`src/rtl/adc_seq_pkg.sv`:
```
package adc_seq_pkg;
  localparam int DATA_W   = 8;
  localparam int NUM_CH   = 8;
  localparam int NUM_SLOT = 4;
  localparam int ADDR_W   = 3;

  localparam logic [ADDR_W-1:0] ADDR_CTRL = 3'd0;
  localparam logic [ADDR_W-1:0] ADDR_OPT  = 3'd1;

  localparam int CTRL_DONE_BIT = 7;
  localparam int CTRL_REP_BIT  = 5;
  localparam int CTRL_GRP_BIT  = 4;
  localparam int OPT_EN_BIT    = 7;
endpackage

```
`src/rtl/adc_sar_engine.sv`:
```
module adc_sar_engine #(
  parameter int W = 8
) (
  input  logic         clk,
  input  logic         rst,
  input  logic         start,
  input  logic         abort,
  input  logic         again,
  input  logic         cmp_hi,
  output logic         busy,
  output logic [W-1:0] trial_code,
  output logic         finish,
  output logic [W-1:0] result
);
  localparam int IW = $clog2(W);
  localparam logic [IW-1:0] TOP_IDX = IW'(W-1);
  localparam logic [W-1:0]  MSB     = {1'b1, {(W-1){1'b0}}};

  logic [W-1:0]  code_q;
  logic [IW-1:0] idx_q;
  logic          busy_q;
  logic [W-1:0]  mask;
  logic [W-1:0]  decided;

  assign mask       = {{(W-1){1'b0}}, 1'b1} << idx_q;
  assign decided    = cmp_hi ? code_q : (code_q & ~mask);
  assign finish     = busy_q && (idx_q == '0);
  assign result     = decided;
  assign busy       = busy_q;
  assign trial_code = code_q;

  always_ff @(posedge clk) begin
    if (rst) begin
      code_q <= '0;
      idx_q  <= '0;
      busy_q <= 1'b0;
    end else if (abort) begin
      busy_q <= 1'b0;
    end else if (start) begin
      code_q <= MSB;
      idx_q  <= TOP_IDX;
      busy_q <= 1'b1;
    end else if (busy_q) begin
      if (idx_q == '0) begin
        if (again) begin
          code_q <= MSB;
          idx_q  <= TOP_IDX;
        end else begin
          code_q <= decided;
          busy_q <= 1'b0;
        end
      end else begin
        code_q <= decided | (mask >> 1);
        idx_q  <= idx_q - 1'b1;
      end
    end
  end

  // trial code has the bit under test set and nothing below it
  a_r9_trial_shape: assert property (@(posedge clk) disable iff (rst)
    busy_q |-> (trial_code[idx_q] && ((trial_code & (mask - W'(1))) == '0)));

  // one bit decided per cycle, MSB first
  a_r9_step_down: assert property (@(posedge clk) disable iff (rst)
    (busy_q && idx_q != '0 && !start && !abort) |=> (busy_q && idx_q == $past(idx_q) - 1'b1));
endmodule

```
`src/rtl/adc_result_bank.sv`:
```
module adc_result_bank #(
  parameter int W     = 8,
  parameter int DEPTH = 4
) (
  input  logic                     clk,
  input  logic                     we,
  input  logic [$clog2(DEPTH)-1:0] widx,
  input  logic [W-1:0]             wdata,
  input  logic [$clog2(DEPTH)-1:0] ridx,
  output logic [W-1:0]             rdata
);
  logic [W-1:0] mem [DEPTH];

  always_ff @(posedge clk) begin
    if (we) mem[widx] <= wdata;
    rdata <= mem[ridx];
  end
endmodule

```
`src/rtl/adc_seq_ctrl.sv`:
```
module adc_seq_ctrl #(
  parameter int W     = 8,
  parameter int SLOTS = 4,
  parameter int CHW   = 3,
  localparam int SW   = $clog2(SLOTS)
) (
  input  logic           clk,
  input  logic           rst,
  input  logic           en,
  input  logic           kick,
  input  logic           abort,
  input  logic           cfg_rep,
  input  logic           cfg_grp,
  input  logic [CHW-1:0] cfg_sel,
  input  logic           cmp_hi,
  output logic [CHW-1:0] chan_sel,
  output logic [W-1:0]   trial_code,
  output logic           busy,
  output logic           res_we,
  output logic [SW-1:0]  res_idx,
  output logic [W-1:0]   res_data,
  output logic           seq_done
);
  logic           rep_q, grp_q;
  logic [CHW-1:0] sel_q;
  logic [SW-1:0]  slot_q, slot_nx;
  logic [CHW-1:0] chan_q;
  logic           start_c, last, again, eng_fin, accept;
  logic [W-1:0]   eng_res;

  function automatic logic [CHW-1:0] chan_of(input logic grp, input logic [CHW-1:0] sel,
                                             input logic [SW-1:0] slot);
    return grp ? {sel[CHW-1:SW], slot} : sel;
  endfunction

  assign start_c  = kick && en;
  assign last     = (slot_q == SW'(SLOTS-1));
  assign again    = !(last && !rep_q);
  assign accept   = eng_fin && !start_c && !abort;
  assign slot_nx  = last ? '0 : slot_q + 1'b1;
  assign res_we   = accept;
  assign res_idx  = slot_q;
  assign res_data = eng_res;
  assign seq_done = accept && last;
  assign chan_sel = chan_q;

  adc_sar_engine #(.W(W)) u_sar (
    .clk(clk), .rst(rst), .start(start_c), .abort(abort), .again(again),
    .cmp_hi(cmp_hi), .busy(busy), .trial_code(trial_code),
    .finish(eng_fin), .result(eng_res)
  );

  always_ff @(posedge clk) begin
    if (rst) begin
      rep_q  <= 1'b0;
      grp_q  <= 1'b0;
      sel_q  <= '0;
      slot_q <= '0;
      chan_q <= '0;
    end else if (start_c) begin
      rep_q  <= cfg_rep;
      grp_q  <= cfg_grp;
      sel_q  <= cfg_sel;
      slot_q <= '0;
      chan_q <= chan_of(cfg_grp, cfg_sel, '0);
    end else if (accept) begin
      slot_q <= slot_nx;
      chan_q <= chan_of(grp_q, sel_q, slot_nx);
    end
  end

  // channel held steady while a conversion is deciding bits
  a_r9_chan_stable: assert property (@(posedge clk) disable iff (rst)
    (busy && !eng_fin && !start_c && !abort) |=> $stable(chan_sel));

  // a non-repeating run goes idle after its fourth result
  a_r5_single_stops: assert property (@(posedge clk) disable iff (rst)
    (accept && last && !rep_q) |=> !busy);

  // nothing converts while disabled
  a_r8_idle_when_off: assert property (@(posedge clk) disable iff (rst)
    !en |-> !busy);
endmodule

```
`src/rtl/adc_conv_seq.sv`:
```
module adc_conv_seq
  import adc_seq_pkg::*;
#(
  parameter int W     = DATA_W,
  parameter int CH    = NUM_CH,
  parameter int SLOTS = NUM_SLOT,
  parameter int AW    = ADDR_W,
  localparam int CHW  = $clog2(CH),
  localparam int SW   = $clog2(SLOTS)
) (
  input  logic           clk,
  input  logic           rst,
  input  logic [AW-1:0]  addr,
  input  logic           wr_en,
  input  logic [W-1:0]   wr_data,
  output logic [W-1:0]   rd_data,
  output logic [CHW-1:0] chan_sel,
  output logic [W-1:0]   trial_code,
  input  logic           cmp_hi
);
  logic         rep_q, grp_q, done_q, en_q;
  logic [3:0]   chsel_q;
  logic         ctrl_wr, opt_wr, abort, busy;
  logic         res_we, seq_done;
  logic [SW-1:0] res_idx;
  logic [W-1:0] res_data, bank_q, side_d, side_q;
  logic         is_res_q;
  logic         unused_wr;

  assign ctrl_wr   = wr_en && (addr == ADDR_CTRL);
  assign opt_wr    = wr_en && (addr == ADDR_OPT);
  assign abort     = opt_wr && !wr_data[OPT_EN_BIT];
  assign unused_wr = ^wr_data[6:0];

  adc_seq_ctrl #(.W(W), .SLOTS(SLOTS), .CHW(CHW)) u_seq (
    .clk(clk), .rst(rst), .en(en_q), .kick(ctrl_wr), .abort(abort),
    .cfg_rep(wr_data[CTRL_REP_BIT]), .cfg_grp(wr_data[CTRL_GRP_BIT]),
    .cfg_sel(wr_data[CHW-1:0]), .cmp_hi(cmp_hi),
    .chan_sel(chan_sel), .trial_code(trial_code), .busy(busy),
    .res_we(res_we), .res_idx(res_idx), .res_data(res_data), .seq_done(seq_done)
  );

  adc_result_bank #(.W(W), .DEPTH(SLOTS)) u_bank (
    .clk(clk), .we(res_we), .widx(res_idx), .wdata(res_data),
    .ridx(addr[SW-1:0]), .rdata(bank_q)
  );

  always_ff @(posedge clk) begin
    if (rst) begin
      rep_q   <= 1'b0;
      grp_q   <= 1'b0;
      chsel_q <= '0;
      done_q  <= 1'b0;
      en_q    <= 1'b0;
    end else begin
      if (ctrl_wr) begin
        rep_q   <= wr_data[CTRL_REP_BIT];
        grp_q   <= wr_data[CTRL_GRP_BIT];
        chsel_q <= wr_data[3:0];
        done_q  <= 1'b0;
      end else if (seq_done) begin
        done_q  <= 1'b1;
      end
      if (opt_wr) en_q <= wr_data[OPT_EN_BIT];
    end
  end

  always_comb begin
    side_d = '0;
    if (addr == ADDR_CTRL) side_d = {done_q, 1'b0, rep_q, grp_q, chsel_q};
    else if (addr == ADDR_OPT) side_d = {en_q, 7'b0};
  end

  always_ff @(posedge clk) begin
    if (rst) begin
      side_q   <= '0;
      is_res_q <= 1'b0;
    end else begin
      side_q   <= side_d;
      is_res_q <= addr[AW-1];
    end
  end

  assign rd_data = is_res_q ? bank_q : side_q;

  // any control write clears the done flag
  a_r4_write_clears: assert property (@(posedge clk) disable iff (rst)
    ctrl_wr |=> !done_q);

  // flag follows the fourth stored result
  a_r3_flag_sets: assert property (@(posedge clk) disable iff (rst)
    (seq_done && !ctrl_wr) |=> done_q);

  // no search in progress while the enable bit is low
  a_r8_no_search_off: assert property (@(posedge clk) disable iff (rst)
    !en_q |-> !busy);
endmodule

```
`config.mk`:
```
export PLATFORM = sky130hd
export DESIGN_NAME = adc_conv_seq
export DESIGN_NICKNAME = d
export VERILOG_FILES = /design/src/rtl/adc_seq_pkg.sv /design/src/rtl/adc_sar_engine.sv /design/src/rtl/adc_result_bank.sv /design/src/rtl/adc_seq_ctrl.sv /design/src/rtl/adc_conv_seq.sv
export SDC_FILE = /design/constraint.sdc
export NUM_CORES = 1
export LEC_CHECK = 0
export ABC_CLOCK_PERIOD_IN_PS = 3700
export BUFFER_PORTS_ARGS = -buffer_cell sky130_fd_sc_hd__clkbuf_2
export CORE_ASPECT_RATIO = 1.25
export CORE_MARGIN = 10
export CORE_UTILIZATION = 30
export CTS_BUF_LIST = sky130_fd_sc_hd__clkbuf_2 sky130_fd_sc_hd__clkbuf_4 sky130_fd_sc_hd__clkbuf_8
export DETAILED_ROUTE_END_ITERATION = 10
export PLACE_DENSITY = 0.55
export SETUP_SLACK_MARGIN = 0.2
export SLEW_MARGIN = 20
export SYNTH_ARGS = -nofsm -noshare
export SYNTH_HDL_FRONTEND = slang
export SYNTH_SLANG_ARGS = --single-unit
```
`constraint.sdc`:
```
create_clock -name clk -period 3.7 [get_ports clk]
set_clock_uncertainty 0.15 [all_clocks]
set_input_delay 0.185 -clock clk [delete_from_list [all_inputs] [get_ports clk]]
set_output_delay 0.185 -clock clk [all_outputs]
set_load 0.03 [all_outputs]
```
==> results of run 1 <==
==> what timing repair did <==
item,in CTS,in global routing
hold buffers,7,0
endpoints found under the setup margin,0,0
endpoints found under the hold margin,16,0
==> state kept, by name (all words and copies together), names as in the netlist, 3 cells and up <==
name	count
u_seq.u_sar.trial_code	8
u_bank.mem	32
chsel_q	4
u_seq.sel_q	3
u_seq.chan_sel	3
u_seq.u_sar.idx_q	3
u_bank.rdata	8
side_q	7
==> metal layers <==
metal	up-vias	track usage (%)	routed length (um)
met5	-	0	0
met4	0	4.936	141
met3	8	2.588	181
met2	27	16.34	3489
met1	967	9.629	2732
li1	983	-	-
==> Yosys cell counts (2+ instances only) <==
cell,instances
dfxtp_1,46
edfxtp_1,32
nand2_1,20
a21oi_1,16
nor2_1,14
mux2_2,10
ha_1,9
mux2i_1,9
a21boi_0,8
and2_1,8
mux4_2,8
o2bb2ai_1,8
clkbuf_1,7
inv_1,6
nor3_1,6
and3_1,4
buf_2,4
a311oi_1,3
nand2b_1,3
nor2b_1,3
nor4_1,3
o21a_1,3
o21ai_0,2
==> worst min-delay path, stage by stage <==
cell and delay, ps:
clkbuf_2 150, mux2_2 160, and2_1 100
==> worst min path at each step <==
stage,endpoint,cells past startpoint
global route,en_q,3
floorplan,side_q[7],1
finish,en_q,3
CTS,u_seq.u_sar.trial_code[0],4
global placement,chsel_q[3],3
detailed placement,chsel_q[3],3
==> kinds of logic (layout without fill, tap and decap cells) <==
logic type                 count (synthesis)  count (layout)  share of synthesized area, %
and+or+nand+nor                           67              67                         10.85
DFF                                       78              78                         60.23
buffers and inverters                     19              62                         2.804
AOI/OAI and AO/OA                         46              46                         10.25
adders and majority gates                  9               9                         3.604
muxes                                     27              27                         12.25
==> through the flow <==
| step | instances | worst slack (ps) | total power [W] | instance area, um^2 |
|---|---|---|---|---|
| 6_report | 418 | 1347 | 0.001595 | 3660 |
| 5_1_grt | 418 | 1158 | 0.001661 | 3660 |
| 4_1_cts | 418 | 1304 | 0.001618 | 3660 |
| 3_5_place_dp | 395 | 1306 | 0.0009935 | 3395 |
| 3_3_place_gp | 395 | 1331 | 0.0009924 | 3395 |
| 2_1_floorplan | 246 | 1658 | 0.0009672 | 3124 |
==> cell type report <==
type                    instances  area, um^2  area share [%]
multi-input cells             149        1161           31.73
clock inverters                 6       63.81           1.744
inverters                       6       22.52          0.6154
well taps                     129       161.4           4.410
clock buffers                  10       131.4           3.590
repair buffers                 40       237.7           6.496
flip-flops and latches         78        1882           51.42
==> power breakdown <==
| part | switching, W | leakage (nW) | internal (W) |
|---|---|---|---|
| clock network | 0.000300 | 0.0957 | 0.000317 |
| logic | 0.0000431 | 0.549 | 0.0000317 |
| registers | 0.00000556 | 0.655 | 0.000897 |
==> impl_results.md, run 1 <==
- Outcome: complete, no violations
- Initial Utilization: 30.76%
- Yosys Warn Count: 0
- Endpoints failing hold: 0
- PD cells: 435.7 nW/um^2
- Fill cells: 1025
- PortBufs: 32
- Pin count of the biggest net entering global routing: 27
- F_max: 425.0 MHz
- Syn Area/Cell: 12.70 um^2
- Number of antenna violations at the first check in global routing: 0
- Post-synth ARST share: 0%
- Slew headroom: 50.97%
- CTS tree: done
- Reg-to-reg critical path endpoint: u_bank.mem[3][6]
- Routability cong.: 0.7035
- Drt first pass iters: 4
- HPWL Detailed: 4792 um
- Most common cell after layout, fill and taps aside: dfxtp_1
- CP endpoint kind: register
- Die Wd: 111.3 um
- PostCTS Resize Cnt: 0
- Avg WL per Cell: 15.65 um
- Clock Sinks: 78
- Hold_sp: wr_data[7]
- Die ar.: 14920 um^2
- Htree depth: 3
- Critical path depth: 4
- Crit-path leading delay family: simple AND/OR/NAND/NOR gates
- Synth area leaders: edfxtp_1, dfxtp_1, mux4_2
- Startpoint Class: register
- Final setup vio count: 0
- Iter 0 DRT Violations: 122
- Clock slew at reported path FFs: 80 ps
- Setup bufs post-CTS: 0
- Max VDD drop: 0.1293 mV
- Netlist cell types: 37
- Slowest stage delay, CP: 520 ps
- Worst min path class: input pin to register
- Final Hold Slack: 128.9 ps
- Via density: 4.749
- Area growth from synthesis to layout: 17.14%
- ANT nets after route: 0
- Worst-Margin Slew: 729.8 ps
- Overflow after GRT: 0
- Layout cells sized above 1: 23.88%
- Row cnt: 41
- Post-synth top flop: dfxtp_1
- WS Path Type: register to register
- Final wirelength: 6543 um
- Post-Syn Area: 3124 um^2
- Crit path required time: 3540 ps
- Nets: 308
- Max cap viols: 0
- Post-synth EDFFs: 32
- Master of the slowest instance on the critical path: and3_1
- Setup crit end: u_bank.mem[3][6]
- Share of the synthesized area in the top cell type: 30.76%
- First-pass GRT wire length: 10740 um
- #FFs+latches synth: 78
- Most frequent cells in the layout: dfxtp_1, clkbuf_2, edfxtp_1
- All-layer global routing usage: 9.208%
- Cell taking the most area after synthesis: edfxtp_1
- Util after Layout: 36.03%
- Setup TNS: 0 ps
- Synthesized Nets: 270
- Tcrit/Tclk final: 63.59%
- Worst reg2reg path startpoint: u_seq.u_sar.idx_q[0]
- Cell Chain, Critical Path: inv_1 -> ha_1 -> o2111a_1 -> and3_1
- Pleak: 1.299 nW
- Root Buffer: clkbuf_8
- WP data arrival: 2190 ps
- Clk_lat worst skew: 350 ps
- Slew Limit Fails: 0
- Buf/Inv on CP: 1
- Vias: 1985
- I/O pins: 34
- DRC: 0
- Height of the die: 134.1 um
- Post-Synthesis Cells: 246
- Worst Setup SP: u_seq.u_sar.idx_q[0]
- CTS buffer count: 9
- Core area: 10160 um^2
- Crit-path max FO: 11
- Flop-to-flop setup slack: 1350 ps
- Clk buf depth: 2
- Post-synthesis sequential area ratio: 60.23%
- Reg2reg path depth: 4
- Post-layout minimum cycle time: 2353 ps
- Vias in the first global route: 2061
- RSZ-0062 raised after global routing: false
- Ant diodes: 0
(Power assumes the default switching activity.)
==> run 2: changes to the inputs <==
--- a/config.mk
+++ b/config.mk
@@ -5,7 +5,7 @@
 export SDC_FILE = /design/constraint.sdc
 export NUM_CORES = 1
 export LEC_CHECK = 0
-export ABC_CLOCK_PERIOD_IN_PS = 3700
+export ABC_CLOCK_PERIOD_IN_PS = 2290
 export BUFFER_PORTS_ARGS = -buffer_cell sky130_fd_sc_hd__clkbuf_2
 export CORE_ASPECT_RATIO = 1.25
 export CORE_MARGIN = 10
==> constraint.sdc (replaced) <==
create_clock -name clk -period 2.29 [get_ports clk]
set_clock_uncertainty 0.15 [all_clocks]
set_input_delay 0.1145 -clock clk [delete_from_list [all_inputs] [get_ports clk]]
set_output_delay 0.1145 -clock clk [all_outputs]
set_load 0.03 [all_outputs]
==> impl_results.md, run 2 (synthesis gave the netlist of run 1 again) <==
- Outcome: complete, no violations (unchanged)
- DRC: 0 (unchanged)
- Placed cell area: 3455 um^2 (was 3395 um^2)
- Max cap viols: 0 (unchanged)
- Vias in the first global route: 2146 (was 2061)
- Iter 0 DRT Violations: 86 (was 122)
- Area occupied by multi-input gates: 1176 um^2 (was 1161 um^2)
- Worst Slack Setup Final: 361.2 ps (was 1347 ps)
- Htree depth: 3 (unchanged)
- WP data arrival: 1810 ps (was 2190 ps)
- Overflow after GRT: 0 (unchanged)
- Drt first pass iters: 4 (unchanged)
- WS Path Type: register to register (unchanged)
- Crit path required time: 2170 ps (was 3540 ps)
- CP endpoint kind: register (unchanged)
- RSZ-0062 raised after global routing: false (unchanged)
- CTS tree: done (unchanged)
- Via density: 4.714 (was 4.749)
- Clock Sinks: 78 (unchanged)
- Row cnt: 41 (unchanged)
- Pin count of the biggest net entering global routing: 14 (was 27)
- Layout cells sized above 1: 27.61% (was 23.88%)
- All-layer global routing usage: 9.175% (was 9.208%)
- Core area: 10160 um^2 (unchanged)
- Height of the die: 134.1 um (unchanged)
- Clock slew at reported path FFs: 80 ps (about the same)
- Setup TNS: 0 ps (unchanged)
- Fill cells: 1001 (was 1025)
- Slew headroom: 50.03% (was 50.97%)
- Startpoint Class: register (unchanged)
- Most common cell after layout, fill and taps aside: dfxtp_1 (unchanged)
- Avg WL per Cell: 15.69 um (was 15.65 um)
- Final wirelength: 6684 um (was 6543 um)
- Initial Utilization: 30.76% (unchanged)
- Routability cong.: 0.7626 (was 0.7035)
- Die Wd: 111.3 um (unchanged)
- Root Buffer: clkbuf_8 (unchanged)
- PD cells: 716.9 nW/um^2 (was 435.7 nW/um^2)
- Pleak: 1.353 nW (was 1.299 nW)
- Worst-Margin Slew: 743.8 ps (was 729.8 ps)
- Most frequent cells in the layout: dfxtp_1, clkbuf_2, edfxtp_1 (unchanged)
- Max VDD drop: 0.2500 mV (was 0.1293 mV)
- Clk buf depth: 2 (unchanged)
- Post-layout minimum cycle time: 1929 ps (was 2353 ps)
- Clk_lat worst skew: 350 ps (about the same)
- Area growth from synthesis to layout: 20.58% (was 17.14%)
- Ant diodes: 0 (unchanged)
- Max FFs per register: 32 (unchanged)
- Vias: 2008 (was 1985)
- Largest Register: u_bank.mem (unchanged)
- F_max: 518.5 MHz (was 425.0 MHz)
- I/O pins: 34 (unchanged)
- First-pass GRT wire length: 10790 um (was 10740 um)
- Pre-CTS setup slack: 226.1 ps (was 1306 ps)
- Number of antenna violations at the first check in global routing: 0 (unchanged)
- Worst min path class: input pin to register (unchanged)
- CTS buffer count: 9 (unchanged)
- HPWL Detailed: 4944 um (was 4792 um)
- Final Cell Area: 3767 um^2 (was 3660 um^2)
- Nets: 317 (was 308)
- Die ar.: 14920 um^2 (unchanged)
- Slew Limit Fails: 0 (unchanged)
- Crit-path max FO: 9 (was 11)
- Reg area: 1882 um^2 (unchanged)
- Endpoints failing hold: 0 (unchanged)
- Tcrit/Tclk final: 84.22% (was 63.59%)
- PortBufs: 32 (unchanged)
- Final setup vio count: 0 (unchanged)
- ANT nets after route: 0 (unchanged)
==> run 2: cell type report <==
type / count / share of cell area, %
clock inverters: 4 / 1.926
repair buffers: 49 / 8.170
well taps: 129 / 4.284
clock buffers: 11 / 3.853
flip-flops and latches: 78 / 49.95
inverters: 6 / 0.5978
multi-input cells: 149 / 31.22
==> run 2: stage by stage <==
| step | total power (W) | hold slack (ps) | util (%) | instances |
|---|---|---|---|---|
| after floorplan | 0.001563 | 43.16 | - | 246 |
| after global placement | 0.001611 | 205.4 | 34.01 | 403 |
| after detailed placement | 0.001612 | 220.7 | 34.01 | 403 |
| after CTS | 0.002740 | 26.29 | 36.95 | 426 |
| after global routing | 0.002801 | 56.64 | 37.09 | 426 |
| final | 0.002701 | 38.22 | 37.09 | 426 |
==> run 2: path summary, 6_finish.rpt <==
kind / from / depth (start not counted) / slack (ps) / to
worst max-delay path: u_seq.u_sar.idx_q[0] / 4 / 360 / u_bank.mem[3][0]
worst min-delay path: cmp_hi / 4 / 40 / u_seq.u_sar.trial_code[0]
worst max register to register: u_seq.u_sar.idx_q[0] / 4 / 360 / u_bank.mem[3][0]
worst min register to register: u_seq.sel_q[1] / 2 / 310 / u_seq.sel_q[1]
==> run 2: report_power, final <==
group	internal (W)	total (W)	switching (W)
combinational	0.0000572	0.000130	0.0000731
sequential	0.00145	0.00146	0.00000867
clock	0.000648	0.00111	0.000464
==> run 2: critical path: stages (launching register included) <==
cell and delay, ps:
dfxtp_1 340, inv_1 130, ha_1 310, o2111a_1 300, and3_2 360
==> run 2: repair_timing <==
item	4_1_cts	5_1_grt
hold endpoints to repair	18	0
hold buffers	8	0
gates resized for setup	1	5
endpoints found under the setup margin	7	30
setup buffers	0	0
==> run 2: routing by layer <==
metal	track usage (%)	vias up	part of all wire, %	routed length, um
met5	0	-	0	0
met4	5.579	0	2.3	155
met3	2.053	10	2.6	171
met2	16.21	27	52	3475
met1	9.722	974	43	2882
li1	-	997	-	-
